--- config.mk ---
export PLATFORM = sky130hd
export DESIGN_NAME = tsc_ctrl
export DESIGN_NICKNAME = d
export VERILOG_FILES = /design/src/rtl/tsc_pkg.sv /design/src/rtl/tsc_rst_sync.sv /design/src/rtl/tsc_seq.sv /design/src/rtl/tsc_decode.sv /design/src/rtl/tsc_ctrl.sv
export SDC_FILE = /design/constraint.sdc
export NUM_CORES = 1
export LEC_CHECK = 0
export ABC_CLOCK_PERIOD_IN_PS = 1400
export BUFFER_PORTS_ARGS = -buffer_cell sky130_fd_sc_hd__buf_2
export CAP_MARGIN = 30
export CORE_AREA = 5 5 42 44
export CTS_CLUSTER_DIAMETER = 60
export DETAILED_ROUTE_END_ITERATION = 16
export DIE_AREA = 0 0 47 49
export GPL_TIMING_DRIVEN = 0
export PLACE_DENSITY = 0.52
export SKIP_LAST_GASP = 1
export SLEW_MARGIN = 20
export SYNTH_ARGS = -nofsm -noshare
export SYNTH_HDL_FRONTEND = slang
export SYNTH_SLANG_ARGS = --single-unit
--- constraint.sdc ---
create_clock -name clk -period 1.4 [get_ports clk]
set_clock_uncertainty 0.2 [all_clocks]
set_input_delay 0.42 -clock clk [delete_from_list [all_inputs] [get_ports clk]]
set_output_delay 0.42 -clock clk [all_outputs]
set_load 0.01 [all_outputs]
--- src/rtl/tsc_pkg.sv ---
`timescale 1ns/1ps
package tsc_pkg;
  localparam int NUM_STEPS = 8;
  localparam int STEP_W    = $clog2(NUM_STEPS);
  localparam int OP_W      = 2;

  typedef enum logic [STEP_W-1:0] {
    T0 = 3'd0, T1 = 3'd1, T2 = 3'd2, T3 = 3'd3,
    T4 = 3'd4, T5 = 3'd5, T6 = 3'd6, T7 = 3'd7
  } tstep_e;

  typedef enum logic [OP_W-1:0] {
    OP_LD  = 2'b00,
    OP_ST  = 2'b01,
    OP_ADD = 2'b10,
    OP_BRN = 2'b11
  } op_e;

  typedef struct packed {
    logic pc_inc;
    logic pc_ld;
    logic mem_rd;
    logic mem_wr;
    logic addr_ir;
    logic ir_ld;
    logic md_ld;
    logic ac_ld;
    logic alu_add;
  } strobe_t;
endpackage

--- src/rtl/tsc_rst_sync.sv ---
`timescale 1ns/1ps
module tsc_rst_sync #(
  parameter int STAGES = 2
) (
  input  logic clk,
  input  logic rst_n,
  output logic rst_sync_n
);
  logic [STAGES-1:0] chain_q;

  // Assert asynchronously, release after STAGES edges.
  always_ff @(posedge clk or negedge rst_n) begin
    if (!rst_n) chain_q <= '0;
    else        chain_q <= {chain_q[STAGES-2:0], 1'b1};
  end

  assign rst_sync_n = chain_q[STAGES-1];
endmodule

--- src/rtl/tsc_seq.sv ---
`timescale 1ns/1ps
module tsc_seq
  import tsc_pkg::*;
(
  input  logic     clk,
  input  logic     rst_sync_n,
  input  logic     mem_wait,
  input  op_e      op,
  input  logic     ac_sign,
  output tstep_e   step_q
);
  tstep_e step_d;
  logic   mem_step;
  logic   stall;
  logic   adv_en;

  // Steps that talk to memory stall under wait.
  assign mem_step = (step_q == T1) || (step_q == T5);
  assign stall    = mem_step && mem_wait;
  assign adv_en   = !stall;

  always_comb begin
    step_d = step_q;
    case (step_q)
      T0: step_d = T1;
      T1: step_d = T2;
      T2: step_d = T3;
      T3: step_d = (op == OP_BRN && !ac_sign) ? T0 : T4;
      T4: step_d = (op == OP_BRN) ? T0 : T5;
      T5: step_d = (op == OP_ST || op == OP_BRN) ? T0 : T6;
      T6: step_d = T7;
      T7: step_d = T0;
      default: step_d = T0;
    endcase
  end

  always_ff @(posedge clk or negedge rst_sync_n) begin
    if (!rst_sync_n)  step_q <= T0;
    else if (adv_en)  step_q <= step_d;
  end
endmodule

--- src/rtl/tsc_decode.sv ---
`timescale 1ns/1ps
module tsc_decode
  import tsc_pkg::*;
(
  input  logic    live,
  input  tstep_e  step,
  input  op_e     op,
  output strobe_t strb
);
  logic is_ld_add;
  logic is_st;
  logic is_brn;

  assign is_ld_add = (op == OP_LD) || (op == OP_ADD);
  assign is_st     = (op == OP_ST);
  assign is_brn    = (op == OP_BRN);

  always_comb begin
    strb = '0;
    if (live) begin
      case (step)
        T0, T1: strb.mem_rd = 1'b1;
        T2: begin
          strb.ir_ld  = 1'b1;
          strb.pc_inc = 1'b1;
        end
        T3: ;
        T4: begin
          if (is_brn) begin
            strb.pc_ld = 1'b1;
          end else begin
            strb.addr_ir = 1'b1;
            strb.mem_wr  = is_st;
            strb.mem_rd  = is_ld_add;
          end
        end
        T5: begin
          strb.addr_ir = !is_brn;
          strb.mem_wr  = is_st;
          strb.mem_rd  = is_ld_add;
        end
        T6: strb.md_ld = is_ld_add;
        T7: begin
          strb.ac_ld   = is_ld_add;
          strb.alu_add = (op == OP_ADD);
        end
        default: strb = '0;
      endcase
    end
  end
endmodule

--- src/rtl/tsc_ctrl.sv ---
`timescale 1ns/1ps
module tsc_ctrl
  import tsc_pkg::*;
#(
  parameter int SYNC_STAGES = 2
) (
  input  logic              clk,
  input  logic              rst_n,
  input  logic              mem_wait,
  input  logic [OP_W-1:0]   ir_op,
  input  logic              ac_sign,
  output logic              pc_inc,
  output logic              pc_ld,
  output logic              mem_rd,
  output logic              mem_wr,
  output logic              addr_ir,
  output logic              ir_ld,
  output logic              md_ld,
  output logic              ac_ld,
  output logic              alu_add,
  output logic [STEP_W-1:0] tstep
);
  logic    rst_sync_n;
  tstep_e  step_q;
  strobe_t strb;
  op_e     op;

  assign op = op_e'(ir_op);

  tsc_rst_sync #(.STAGES(SYNC_STAGES)) u_rst (
    .clk        (clk),
    .rst_n      (rst_n),
    .rst_sync_n (rst_sync_n)
  );

  tsc_seq u_seq (
    .clk        (clk),
    .rst_sync_n (rst_sync_n),
    .mem_wait   (mem_wait),
    .op         (op),
    .ac_sign    (ac_sign),
    .step_q     (step_q)
  );

  tsc_decode u_dec (
    .live (rst_sync_n),
    .step (step_q),
    .op   (op),
    .strb (strb)
  );

  assign pc_inc  = strb.pc_inc;
  assign pc_ld   = strb.pc_ld;
  assign mem_rd  = strb.mem_rd;
  assign mem_wr  = strb.mem_wr;
  assign addr_ir = strb.addr_ir;
  assign ir_ld   = strb.ir_ld;
  assign md_ld   = strb.md_ld;
  assign ac_ld   = strb.ac_ld;
  assign alu_add = strb.alu_add;
  assign tstep   = step_q;
endmodule

==> results_dict.tcl, run 1 <==
set metrics [dict create \
    status "complete, but fails checks" \
    violations "setup timing" \
    critPathMaxFanout 2 \
    fin_crit_ps 1900 \
    clockBufferDepth 2 \
    setup_tns_ps -4060 \
    cp_slowest_cell "dfrtp_1" \
    wl_um 959 \
    crit_type "register to output pin" \
    final_area_sq_um 668 \
    final_antenna_net_count 0 \
    ir_worst_vdd_uv 734 \
    synth-seq-area-share 0.407 \
    postSynthAreaPerCell_sq_um 9.33 \
    syn_inst 33 \
    reg2reg_to "u_seq.step_q[2]" \
    syn_area_sq_um 308 \
    setup_violations 11 \
    numCtsBuffers 3 \
    grt_pass1_vias 387 \
    rr_startpoint "u_seq.step_q[0]" \
    drtIter0Drc 2 \
    crit_path_frequent_cell "buf_6" \
    whs_ps 37.9 \
    post-dp-hpwl_um 618 \
    root_buffer "clkbuf_4" \
    yosysWarnings 0 \
    drive_above_1_share 0.761 \
    track_usage 0.0911 \
    synthToLayoutAreaGrowth_pct 117 \
    yosys.area.top_type "dfrtp_1" \
    ys_types 19 \
    antenna_cells 0 \
    portBuffers 17 \
    ios 18 \
    placed_cell_area_sq_um 453 \
    synthTopCellsByArea "dfrtp_1, nand2b_1, o32ai_2" \
    die_y_um 49 \
    initial_core_util 0.220 \
    synth_top_area_share 0.407 \
    critPathArrivalTime_ps 1280 \
    max_freq_mhz 527 \
    worstPathCellList "buf_6, nand2b_4, nor3b_4, buf_4, buf_6" \
    crit_family "flip-flops" \
    drt-wirelength-per-cell_um 11.6 \
    clk_pin_slew_ps 40 \
    hold_viol 0 \
    instances_no_fill 83 \
    grt_max_degree 6 \
    syn_nets 39 \
    synth-seq-cells 5 \
    max_cap_viol_count 0 \
    core_sq_mm 0.00140 \
    cts_num_sinks 5 \
    crit_path_start_kind "register" \
    place_inst 66 \
    fp.dieW_um 47 \
    antenna_found_initial 0 \
    power_density_mw_per_mm2 1690 \
    p_leak_nw 0.321 \
    viasPerCell 4.48 \
    worstSetupEndpointType "output pin" \
    layout.nets 74 \
    cts_tree "yes" \
    num_rows 14 \
    insertion_delay_ps 240 \
    htree_levels 1 \
    fin_util 0.477 \
    grt_overflow 0 \
    fillerInstances 148 \
    dr.pass1.iters 3 \
    hold_class "register to asynchronous set/reset pin" \
    die_area_sq_mm 0.00230 \
    reg2reg_depth 6 \
    fin_ws_ps -497 \
    place_congestion 0.705 \
    dp_slack_ps -310 \
    rsz0062_at_grt "true" \
    drc 0 \
    power_mw 1.13 \
    cp.required_ps 780 \
    num_vias 372 \
    regToRegSetupSlack_ps 10 \
    grt_pass1_wl_mm 1.57 \
    critPathBufInv 3 \
    period_share 1.35 \
    slowest_delay_ps 370 \
    drv_slew 0 \
]
-- where the power goes --
group	internal, mW	switching (mW)
logic	0.406	0.321
registers	0.192	0.0533
clock network	0.107	0.0532
total	0.705	0.427
-- cells in the mapped netlist --
cell type,instances
nand3b_1,2
a21oi_1,2
o211ai_1,1
nand2_1,3
nand2b_1,3
conb_1,1
nor3_1,3
buf_4,1
o21ai_0,1
dfrtp_1,5
nor3b_1,1
and4b_2,1
inv_1,1
o32ai_2,1
nor2_1,3
nor4_2,1
nor4b_1,1
buf_6,1
nand2_2,1
-- cell type report --
type	count	area (sq um)	area share
multi-input combinational	25	251	0.376
clock buffer	4	26.3	0.0393
tap	16	20.0	0.0300
buffer	2	18.8	0.0281
timing repair buffer	30	219	0.328
inverter	1	3.75	0.00562
sequential	5	129	0.193
-- repair_timing --
| action | in CTS | in global routing |
|---|---|---|
| setup buffers | 12 | 0 |
| hold buffers | 1 | 0 |
| cloned | 0 | 0 |
| pin swaps | 3 | 2 |
| endpoints found under the setup margin | 11 | 14 |
| hold endpoints to repair | 2 | 0 |
| gates resized for setup | 9 | 8 |
-- sequential cells by signal (all words and copies together), names as in the netlist --
signal         count
u_seq.step_q       3
u_rst.chain_q      2
-- cells by family (layout without fill, tap and decap cells) --
logic type,Yosys count,count (layout),synth area share
flops,5,5,0.407
compound gates,5,5,0.126
simple gates,19,19,0.382
other cells,1,1,0.0122
buf+inv,3,37,0.0732
-- per-layer routing --
layer,share of wire,vias to the layer above,GRT usage
met5,0,-,0
met2,0.52,11,0.165
met4,0,0,0
li1,-,182,-
met1,0.41,179,0.0953
met3,0.067,0,0.0480
-- cells in the final DEF, fill, tap and decap left out, types with 2 or more instances in the layout --
cell	count
nor3_4	2
nand2b_4	2
dfrtp_2	3
clkbuf_4	3
nand2_1	3
nor2_2	2
nand3b_1	2
buf_4	9
buf_2	14
buf_6	8
dfrtp_1	2
-- how the worst max path moves through the flow --
stage,startpoint,end,depth (start not counted)
after floorplan,u_seq.step_q[0],pc_inc,4
after global placement,ir_op[0],alu_add,4
after global routing,u_seq.step_q[0],pc_inc,5
after CTS,u_seq.step_q[0],pc_inc,5
final,u_seq.step_q[0],pc_inc,5
after detailed placement,ir_op[0],alu_add,4
Power figures use the tool's default switching activity.
==> run 2: changes to the inputs <==
- GPL_TIMING_DRIVEN: 0 -> 1
==> run 2 against run 1 <==
Against the previous run:
- the flow still finishes with violations (setup timing)
- sequential power up 7%
- cell count up 3.6%
- critical path type unchanged
- combinational power down 4.7%
- sequential cell count unchanged
- die area unchanged
- via count up 0.54%
==> results_dict.tcl, run 2 (same netlist as run 1, synthesis figures left out) <==
set metrics [dict create \
    status "complete, but fails checks" \
    violations "setup timing" \
    ios 18 \
    num_vias 374 \
    p_clk_frac 0.140 \
    die_y_um 49 \
    rsz0062_at_grt "true" \
    crit_path_start_kind "register" \
    fin_ws_ps -370 \
    power_density_mw_per_mm2 1660 \
    reg.largest.list "u_seq.step_q: 3 flops, u_rst.chain_q: 2 flops" \
    final_common_cell "buf_2" \
    placed_cell_area_sq_um 539 \
    switchingPower_mw 0.393 \
    crit_type "register to output pin" \
    drv_slew 0 \
    grt_use_met1 0.114 \
    crit_path_frequent_cell "buf_6" \
    hold_class "register to asynchronous set/reset pin" \
    initial_core_util 0.220 \
    power_mw 1.11 \
    insertion_delay_ps 230 \
    instances_no_fill 86 \
    setup_tns_ps -3730 \
    post-dp-hpwl_um 708 \
    regToRegSetupSlack_ps 10 \
    worstSetupEndpointType "output pin" \
    grt_overflow 0 \
    final_antenna_net_count 0 \
    drc 0 \
    met3_usage 0.0332 \
    clockBufferDepth 2 \
    core_sq_mm 0.00140 \
    cp.required_ps 780 \
    max_freq_mhz 565 \
    drive_above_1_share 0.786 \
    pwr-share-comb 0.625 \
    htree_levels 1 \
    cts_tree "yes" \
    top_usage_layer "met2" \
    cts_num_sinks 5 \
    synthToLayoutAreaGrowth_pct 117 \
    seq_power_share 0.235 \
    critPathArrivalTime_ps 1150 \
    grt_pass1_vias 375 \
    layout.nets 77 \
    num_rows 14 \
    p_leak_nw 0.325 \
    regMostFlops "u_seq.step_q" \
    antenna_found_initial 0 \
    track_usage 0.0907 \
    numCtsBuffers 3 \
    fillerInstances 145 \
    drt-wirelength-per-cell_um 11.0 \
    worstPathCellList "buf_6, and4b_2, buf_6" \
    place_congestion 0.685 \
    largest_reg_flops 3 \
    fin_crit_ps 1770 \
    viasPerCell 4.35 \
    place_inst 78 \
    clk_pin_slew_ps 40 \
    dp_slack_ps -311 \
    ir_worst_vdd_uv 730 \
    portBuffers 17 \
    crit_family "flip-flops" \
    die_area_sq_mm 0.00230 \
    use_met2 0.140 \
    setup_violations 12 \
    hold_viol 0 \
    critPathBufInv 2 \
    grt_max_degree 6 \
    max_cap_viol_count 0 \
    antenna_cells 0 \
    slowest_delay_ps 430 \
    dr.pass1.iters 1 \
    grt_pass1_wl_mm 1.59 \
    power.internal_mw 0.716 \
    swShare 0.354 \
    period_share 1.26 \
    layout_common_cells "buf_2, buf_4, buf_6, dfrtp_2, clkbuf_4" \
    cp_slowest_cell "dfrtp_2" \
    critPathMaxFanout 4 \
    drtIter0Drc 0 \
    fp.dieW_um 47 \
    root_buffer "clkbuf_4" \
    wl_um 946 \
    final_area_sq_um 669 \
]
==> run 2: cell count changes in the layout (fill, tap and decap cells not counted), sizes merged <==
cell	before	now
buf	31	34
==> run 2: what timing repair did <==
action	CTS	global route
setup buffers	2	2
gates resized for setup	5	11
pin swaps	1	2
hold buffers	1	0
endpoints found under the hold margin	2	0
endpoints found under the setup margin	12	14
==> run 2: worst reg2reg max path, cell delays in order, from the launching register on <==
cell and delay (ps):
dfrtp_2 430, buf_4 140, buf_6 110, buf_6 120
nor3_2 170, o32ai_2 100
==> run 2: per-layer routing <==
metal	routed length (um)	up-vias
met4	0	0
met3	55	0
met2	520	9
met5	0	-
li1	-	194
met1	370	171
==> run 2: power by group through the flow <==
stage               Sequential (mW)  Combinational (mW)  Clock, mW
finish                        0.261               0.693      0.155
global route                  0.273               0.747      0.176
CTS                           0.254               0.585      0.162
detailed placement            0.252               0.522          0
global placement              0.256               0.520          0
floorplan                     0.278               0.240          0
==> run 2: cell type report <==
cell class / count / area [sq um] / share of cell area
Multi-Input combinational cell: 25 / 231 / 0.346
Inverter: 1 / 3.75 / 0.00561
Sequential cell: 5 / 130 / 0.194
Clock buffer: 4 / 26.3 / 0.0393
Tap cell: 16 / 20.0 / 0.0299
Timing Repair Buffer: 35 / 258 / 0.385
==> run 2: final timing paths <==
kind | startpoint | to | depth (start not counted)
setup / recovery | u_seq.step_q[1] | addr_ir | 3
hold / removal | u_rst.chain_q[1] | u_seq.step_q[1] | 1
setup reg to reg | u_seq.step_q[0] | u_seq.step_q[2] | 5
hold reg to reg | u_rst.chain_q[1] | u_seq.step_q[1] | 1
max in group asynchronous | rst_n | u_rst.chain_q[1] | 2
min in group clk | u_rst.chain_q[0] | u_rst.chain_q[1] | 0
==> run 2: through the flow <==
stage | hold WS, ps | utilization
floorplan | -140 | -
global placement | 7.11 | 0.385
detailed placement | 8.08 | 0.385
CTS | 20.2 | 0.433
global route | 74.9 | 0.478
finish | 56.8 | 0.478
==> run 3: changes to the inputs <==
- ABC_AREA: not set -> 1
- PLACE_DENSITY: 0.52 -> 0.53
==> run 3 against run 2 <==
Against the previous run:
- count of clock-buffer cells in the layout did not move
- global-route usage fell by 0.23 points
- sequential share of layout area rose by 1.2 points
- via count rose by 11%
- wire length fell by 0.11%
- critical endpoint is now alu_add
- fmax fell by 3.7%
- area after synthesis rose by 2.8%
- cell count rose by 13%
- utilization fell by 3.6 points
- critical path depth rose by 3
- combinational power fell by 8.8%
- largest cell class is now multi-input combinational cells
- the flow still finishes with violations (setup timing)
==> results_dict.tcl, run 3 <==
set metrics [dict create \
    status "complete, but fails checks" \
    violations "setup timing" \
    grt_overflow 0 \
    regToRegSetupSlack_ps 50 \
    ios 18 \
    max_freq_mhz 544 \
    place_congestion 0.777 \
    crit_type "register to output pin" \
    fin_ws_ps -437 \
    placed_cell_area_sq_um 526 \
    slowest_delay_ps 360 \
    critPathBufInv 2 \
    cp.required_ps 780 \
    drtIter0Drc 14 \
    clk_pin_slew_ps 40 \
    htree_levels 1 \
    cts_num_sinks 5 \
    drv_slew 0 \
    critPathArrivalTime_ps 1220 \
    crit_path_start_kind "register" \
    drc 0 \
    ir_worst_vdd_uv 959 \
    rsz0062_at_grt "true" \
    setup_violations 12 \
    dp_slack_ps -367 \
    synth_common_cells "nor2_1, nand2_1, nand3_1" \
    cts_tree "yes" \
    largest_reg_flops 3 \
    final_common_cell "buf_2" \
    portBuffers 17 \
    drt-wirelength-per-cell_um 9.74 \
    cp_slowest_cell "dfrtp_2" \
    synth_top_area_share 0.395 \
    max_cap_viol_count 0 \
    numCtsBuffers 3 \
    final_antenna_net_count 0 \
    grt_use_met1 0.116 \
    regMostFlops "u_seq.step_q" \
    final_area_sq_um 619 \
    crit_family "simple AND/OR/NAND/NOR gates" \
    initial_core_util 0.226 \
    antenna_found_initial 0 \
    num_vias 416 \
    syn_inst 46 \
    whs_ps 31.5 \
    top_usage_layer "met2" \
    antenna_cells 0 \
    ys_types 16 \
    layout_common_cells "buf_2, buf_4, nor2_1, nand2_1, nand3_1" \
    reg2reg_depth 8 \
    synth.most_common_cell "nor2_1" \
    rr_startpoint "u_seq.step_q[2]" \
    reg.largest.list "u_seq.step_q: 3 flops, u_rst.chain_q: 2 flops" \
    grt_pass1_vias 358 \
    synthTopCellsByArea "dfrtp_1, nand3_1, nor2_1" \
    met3_usage 0.0148 \
    yosys.area.top_type "dfrtp_1" \
    num_rows 14 \
    layout.nets 88 \
    use_met2 0.129 \
    instances_no_fill 97 \
    fin_util 0.442 \
    grt_pass1_wl_mm 1.51 \
    synth-seq-area-share 0.395 \
    worstPathCellList "inv_2, nor2_4, nand2_2, nor3_4, and2_4, buf_2" \
    fp.dieW_um 47 \
    die_y_um 49 \
    die_area_sq_mm 0.00230 \
    viasPerCell 4.29 \
    worstSetupEndpointType "output pin" \
    hold_class "register to asynchronous set/reset pin" \
    track_usage 0.0883 \
    synth-seq-cells 5 \
    wl_um 945 \
    yosysWarnings 0 \
    critPathMaxFanout 3 \
    synthToLayoutAreaGrowth_pct 95.7 \
    insertion_delay_ps 230 \
    p_leak_nw 0.331 \
    hold_viol 0 \
    core_sq_mm 0.00140 \
    reg2reg_to "u_seq.step_q[2]" \
    place_inst 88 \
    postSynthAreaPerCell_sq_um 6.88 \
    setup_tns_ps -3600 \
    synth_ff_type "dfrtp_1" \
    grt_max_degree 7 \
    period_share 1.31 \
    dr.pass1.iters 4 \
    syn_area_sq_um 317 \
    drive_above_1_share 0.617 \
    fin_crit_ps 1840 \
    clockBufferDepth 2 \
    async_reset_ff_frac 1.00 \
    post-dp-hpwl_um 786 \
    syn_nets 52 \
    power_density_mw_per_mm2 1650 \
    power_mw 1.02 \
    root_buffer "clkbuf_4" \
    synth_edf_count 0 \
]
==> run 3: cell type report <==
cell class,count,area (sq um)
fillers,148,782
multi-input cells,34,210
repair buffers,32,210
flip-flops and latches,5,128
clock buffers,4,26.3
inverters,6,25.0
well taps,16,20.0
==> run 3: logic make-up after synthesis <==
| family | Yosys count | synth area share |
|---|---|---|
| and+or+nand+nor | 31 | 0.459 |
| buffers and inverters | 7 | 0.0949 |
| DFF | 5 | 0.395 |
| AOI/OAI and AO/OA | 2 | 0.0395 |
| other | 1 | 0.0118 |
==> run 3: worst max path at each step <==
stage	endpoint	cells past startpoint	slack [ps]	start
floorplan	alu_add	5	-220	u_seq.step_q[2]
global placement	alu_add	6	-330	ir_op[0]
detailed placement	alu_add	6	-370	ir_op[0]
CTS	alu_add	6	-430	u_seq.step_q[2]
global route	alu_add	6	-510	u_seq.step_q[2]
finish	alu_add	6	-440	u_seq.step_q[2]
==> run 3: what timing repair did <==
item,in CTS,in global routing
hold endpoints to repair,2,0
setup endpoints to repair,12,13
hold buffers,1,0
pin swaps,0,2
buffers inserted,2,3
resized for setup,5,3
==> run 3: report_power, final <==
part	total (mW)	internal [mW]	switching, mW
clock	0.159	0.107	0.0513
combinational	0.632	0.305	0.328
sequential	0.230	0.192	0.0378
==> run 3: routing by layer <==
metal / vias to the layer above / share of wire
met1: 185 / 0.42
li1: 217 / -
met4: 0 / 0
met5: - / 0
met3: 0 / 0.11
met2: 14 / 0.47
